## src/rtl/int2fp_pkg.sv

```systemverilog
package int2fp_pkg;
  // Default geometry of the converter
  localparam int DEF_INT_W  = 4;  // signed input width
  localparam int DEF_EXP_W  = 3;  // exponent field width
  localparam int DEF_FRAC_W = 4;  // stored fraction width
  localparam int DEF_BIAS   = 3;  // exponent excess
endpackage

```

## src/rtl/int2fp_abs.sv

```systemverilog
// Splits a two's complement word into a sign and an unsigned magnitude.
module int2fp_abs #(
  parameter int W = 4
) (
  input  logic [W-1:0] value,
  output logic [W-1:0] mag,
  output logic         neg
);
  always_comb begin
    neg = value[W-1];
    mag = neg ? (~value + W'(1)) : value;
  end

  // the magnitude of a negative word cancels the word modulo 2^W
  always_comb begin
    if (neg) begin
      a_r3_mag_cancels: assert (W'(value + mag) == '0)
        else $error("negated magnitude does not cancel input");
    end
  end
endmodule

```

## src/rtl/int2fp_lzc.sv

```systemverilog
// Leading-zero counter: the chain records whether a one has been seen at or above each bit.
module int2fp_lzc #(
  parameter int W     = 4,
  parameter int CNT_W = $clog2(W + 1)
) (
  input  logic [W-1:0]     vec,
  output logic [CNT_W-1:0] zeros,
  output logic             all_zero
);
  logic [W:0] seen;

  assign seen[W] = 1'b0;
  for (genvar i = W - 1; i >= 0; i--) begin : g_scan
    assign seen[i] = seen[i+1] | vec[i];
  end

  always_comb begin
    zeros = '0;
    for (int i = 0; i < W; i++) begin
      if (!seen[i]) zeros = zeros + CNT_W'(1);
    end
    all_zero = ~seen[0];
  end

  // the count points at a set bit with nothing set above it
  always_comb begin
    if (!all_zero) begin
      a_r2_count_hits_one: assert (vec[W - 1 - int'(zeros)] == 1'b1)
        else $error("leading-zero count misses the first one");
      a_r2_above_clear: assert ((vec >> (W - int'(zeros))) == '0 || zeros == '0)
        else $error("set bit found above the counted position");
    end
  end
endmodule

```

## src/rtl/int2fp_pack.sv

```systemverilog
// Builds the code from sign, magnitude and leading-zero count.
module int2fp_pack #(
  parameter int INT_W  = 4,
  parameter int EXP_W  = 3,
  parameter int FRAC_W = 4,
  parameter int BIAS   = 3,
  parameter int CNT_W  = $clog2(INT_W + 1),
  localparam int OUT_W = 1 + EXP_W + FRAC_W,
  localparam int SH_W  = INT_W + FRAC_W
) (
  input  logic             neg,
  input  logic [INT_W-1:0] mag,
  input  logic [CNT_W-1:0] zeros,
  input  logic             all_zero,
  output logic [OUT_W-1:0] code
);
  logic [SH_W-1:0]   aligned;
  logic [FRAC_W-1:0] frac;
  logic [EXP_W-1:0]  expo;

  always_comb begin
    // shifting past the leading one leaves the bits after it at the top
    aligned = {mag, {FRAC_W{1'b0}}} << (int'(zeros) + 1);
    frac    = aligned[SH_W-1 -: FRAC_W];
    expo    = EXP_W'(BIAS + INT_W - 1 - int'(zeros));
    code    = all_zero ? '0 : {neg, expo, frac};
  end

  // a nonzero magnitude always lands in the valid exponent span
  always_comb begin
    if (!all_zero) begin
      a_r2_exp_span: assert (int'(code[OUT_W-2 -: EXP_W]) >= BIAS &&
                             int'(code[OUT_W-2 -: EXP_W]) <= BIAS + INT_W - 1)
        else $error("exponent outside the span of the input width");
    end
  end
endmodule

```

## src/rtl/int2fp_conv.sv

```systemverilog
// Top: signed integer in, floating-point code and underflow flag out.
module int2fp_conv
  import int2fp_pkg::*;
#(
  parameter int INT_W  = DEF_INT_W,
  parameter int EXP_W  = DEF_EXP_W,
  parameter int FRAC_W = DEF_FRAC_W,
  parameter int BIAS   = DEF_BIAS,
  localparam int OUT_W = 1 + EXP_W + FRAC_W,
  localparam int CNT_W = $clog2(INT_W + 1)
) (
  input  logic [INT_W-1:0] int_in,
  output logic [OUT_W-1:0] fp_out,
  output logic             underflow
);
  logic [INT_W-1:0] mag;
  logic             neg;
  logic [CNT_W-1:0] zeros;
  logic             all_zero;

  int2fp_abs #(.W(INT_W)) u_abs (
    .value (int_in),
    .mag   (mag),
    .neg   (neg)
  );

  int2fp_lzc #(.W(INT_W), .CNT_W(CNT_W)) u_lzc (
    .vec      (mag),
    .zeros    (zeros),
    .all_zero (all_zero)
  );

  int2fp_pack #(
    .INT_W (INT_W), .EXP_W (EXP_W), .FRAC_W (FRAC_W),
    .BIAS  (BIAS),  .CNT_W (CNT_W)
  ) u_pack (
    .neg      (neg),
    .mag      (mag),
    .zeros    (zeros),
    .all_zero (all_zero),
    .code     (fp_out)
  );

  assign underflow = all_zero;

  always_comb begin
    // an underflow always comes with an all-zero code
    if (underflow) begin
      a_r5_zero_code: assert (fp_out == '0)
        else $error("underflow with nonzero code");
    end
    // a nonzero input never raises the flag
    if (int_in != '0) begin
      a_r6_no_false_flag: assert (!underflow)
        else $error("underflow on nonzero input");
      // the sign field follows the input's top bit
      a_r3_sign_field: assert (fp_out[OUT_W-1] == int_in[INT_W-1])
        else $error("sign field differs from input sign");
    end
  end
endmodule

```

## config.mk

```make
export PLATFORM = sky130hd
export DESIGN_NAME = int2fp_conv
export DESIGN_NICKNAME = d
export VERILOG_FILES = /design/src/rtl/int2fp_pkg.sv /design/src/rtl/int2fp_abs.sv /design/src/rtl/int2fp_lzc.sv /design/src/rtl/int2fp_pack.sv /design/src/rtl/int2fp_conv.sv
export SDC_FILE = /design/constraint.sdc
export NUM_CORES = 1
export LEC_CHECK = 0
export ABC_AREA = 1
export BUFFER_PORTS_ARGS = -buffer_cell sky130_fd_sc_hd__buf_4
export CORE_AREA = 2 2 39 41
export DETAILED_ROUTE_END_ITERATION = 12
export DIE_AREA = 0 0 41 43
export PLACE_DENSITY_LB_ADDON = 0.08
export RECOVER_POWER = 50
export SLEW_MARGIN = 20
export SYNTH_ARGS = -nofsm -noshare
export SYNTH_HDL_FRONTEND = slang
export SYNTH_SLANG_ARGS = --single-unit
```

## constraint.sdc

```tcl
create_clock -name vclk -period 2.4
set_clock_uncertainty 0.05 [all_clocks]
set_input_delay 0.12 -clock vclk [all_inputs]
set_output_delay 0.12 -clock vclk [all_outputs]
set_load 0.1 [all_outputs]
```

==> run summary <==
CP Class -> input port to primary output
Fin. Hold Viols -> 0
Final #Nets -> 96
YS warnings -> 0
Slew Limit Fails -> 0
Min Tclk post-route -> 2.27 ns
Dpl cell area -> 647 sq um
Avg WL per Cell -> 8.88 um
Yosys top cell by area -> nand2_2
Rel. slew slack -> 22.9%
Mapped Nets -> 69
Worst hold path depth -> 5
Largest net degree at the start of global routing -> 5
Worst EP arrival -> 2.10 ns
First DRT Iteration DRCs -> 2
P&R area growth vs syn -> 117%
Initial Util -> 24.0%
Synth cell types -> 15
Post-DP HPWL -> 815 um
Synth top area share -> 18.9%
WL final -> 915 um
Unrepaired setup endpoints after global routing -> false
Core area -> 1380 sq um
Measured slew at the worst slew-check pin -> 1.16 ns
Pwr dens -> 733 nW/um^2
Die H -> 43 um
Cells after synthesis -> 62
Die area -> 1760 sq um
Commonest non-fill, non-tap cell in the layout -> buf_4
Share of layout cells above drive strength 1 -> 71.3%
Total grt overflow -> 0
Fmax -> 0.441 GHz
I/O pins -> 13
1st-pass router iterations -> 3
Maximum Capacitance Violations -> 0
Syn avg cell area -> 5.35 sq um
Leakage Power -> 0.371 nW
Antenna viol nets, final -> 0
IR drop worst, VDD -> 0.464 mV
Post-Syn Area -> 332 sq um
# DRC -> 0
Number of hold buffers added after cts -> 0
Ant. Diodes -> 0
Sequential cell area -> 0 sq um
Port-buffer cells -> 13
Crit. End Element -> primary output
GPL Wtd Cong -> 0.741
Fill cells -> 160
Status -> finished, final reports clean
Synth area leaders -> nand2_2, nand2_1, inv_1
CP required -> 2.23 ns
Sequential cells -> 0
Hold WC Path Type -> input port to primary output
Commonest cells after routing, fill and taps aside -> buf_4, nand2_2, nand2_1
Vias -> 439
Post-synthesis sequential area ratio -> 0%
CP Max Fanout -> 3
Setup violators final -> 0
Critical Path Source Type -> input port
First-pass GRT wire length -> 1510 um
Setup TNS -> 0 ns
Design Area, Final -> 719 sq um
Die X -> 41 um
Via count of the first global-routing pass -> 398
DR vias/cell -> 4.26
GRT Util Overall -> 11.4%
Initial antenna violation count -> 0
Final period utilization -> 94.5%
Row cnt -> 14
Setup bufs post-CTS -> 0
Clock buffer count -> 0
[stage by stage]
stage	util [%]	hold WS, ns	setup WS [ns]	instances	total power [W]
floorplan	-	0.435	-0.146	62	0.000367
global placement	46.7	0.695	-0.0572	103	0.000466
detailed placement	46.7	0.690	-0.0653	103	0.000468
CTS	49.4	0.692	0.00205	103	0.000508
global route	52.0	0.768	0.00252	103	0.000554
finish	52.0	0.752	0.132	103	0.000527
[kinds of logic (layout without fill, tap and decap cells)]
kind of cell / count (synthesis) / after routing / synth area share (%)
AOI/OAI and AO/OA: 3 / 3 / 4.53
adders and majority gates: 3 / 3 / 11.3
buffers and inverters: 14 / 39 / 15.8
and+or+nand+nor: 42 / 42 / 68.3
[layer usage]
| layer | vias up | track usage [%] | wire, um |
|---|---|---|---|
| met3 | 0 | 0 | 32 |
| met4 | 0 | 0 | 0 |
| met2 | 8 | 19.7 | 478 |
| met1 | 193 | 16.2 | 403 |
| met5 | - | 0 | 0 |
| li1 | 238 | - | - |
[final timing paths]
path                   from        end  slack, ns
hold / removal    int_in[0]  fp_out[0]       0.75
setup / recovery  int_in[1]  fp_out[1]       0.13
[area by class of cell]
type / count / area (sq um) / area share, %
Inverter: 14 / 85.1 / 11.8
Multi-Input combinational cell: 48 / 382 / 53.0
Tap cell: 16 / 20.0 / 2.78
Timing Repair Buffer: 25 / 233 / 32.3
[Yosys cell counts (2+ instances only)]
master	count
nand2_2	10
nor2_2	2
nand3_1	4
nor2_1	6
nor2_4	2
nand2_1	13
ha_1	3
nor3_1	2
a21oi_1	2
inv_2	2
inv_1	12
[worst max-delay path, stage by stage]
cell and delay [ns]:
buf_4 0.11, inv_6 0.03, ha_4 0.24, inv_2 0.03, nand2_2 0.06, nand2_2 0.06
nand2_2 0.07, nand3_2 0.07, nor2_2 0.09, ha_1 0.24, inv_2 0.08, nor2_4 0.04
ha_4 0.15, inv_1 0.05, nand2_1 0.06, nand2_2 0.12, inv_4 0.06, nor3_4 0.21
buf_12 0.20
[where the power goes]
part	switching, W	leakage, nW	internal, W
registers	0	0	0
logic	0.000356	0.371	0.000171
clock network	0	0	0
[what timing repair did]
item,in CTS,in global routing
pin swaps,0,9
gates resized for setup,9,13
setup endpoints to repair,4,6
Note: power is estimated with default switching activity, not from simulation.
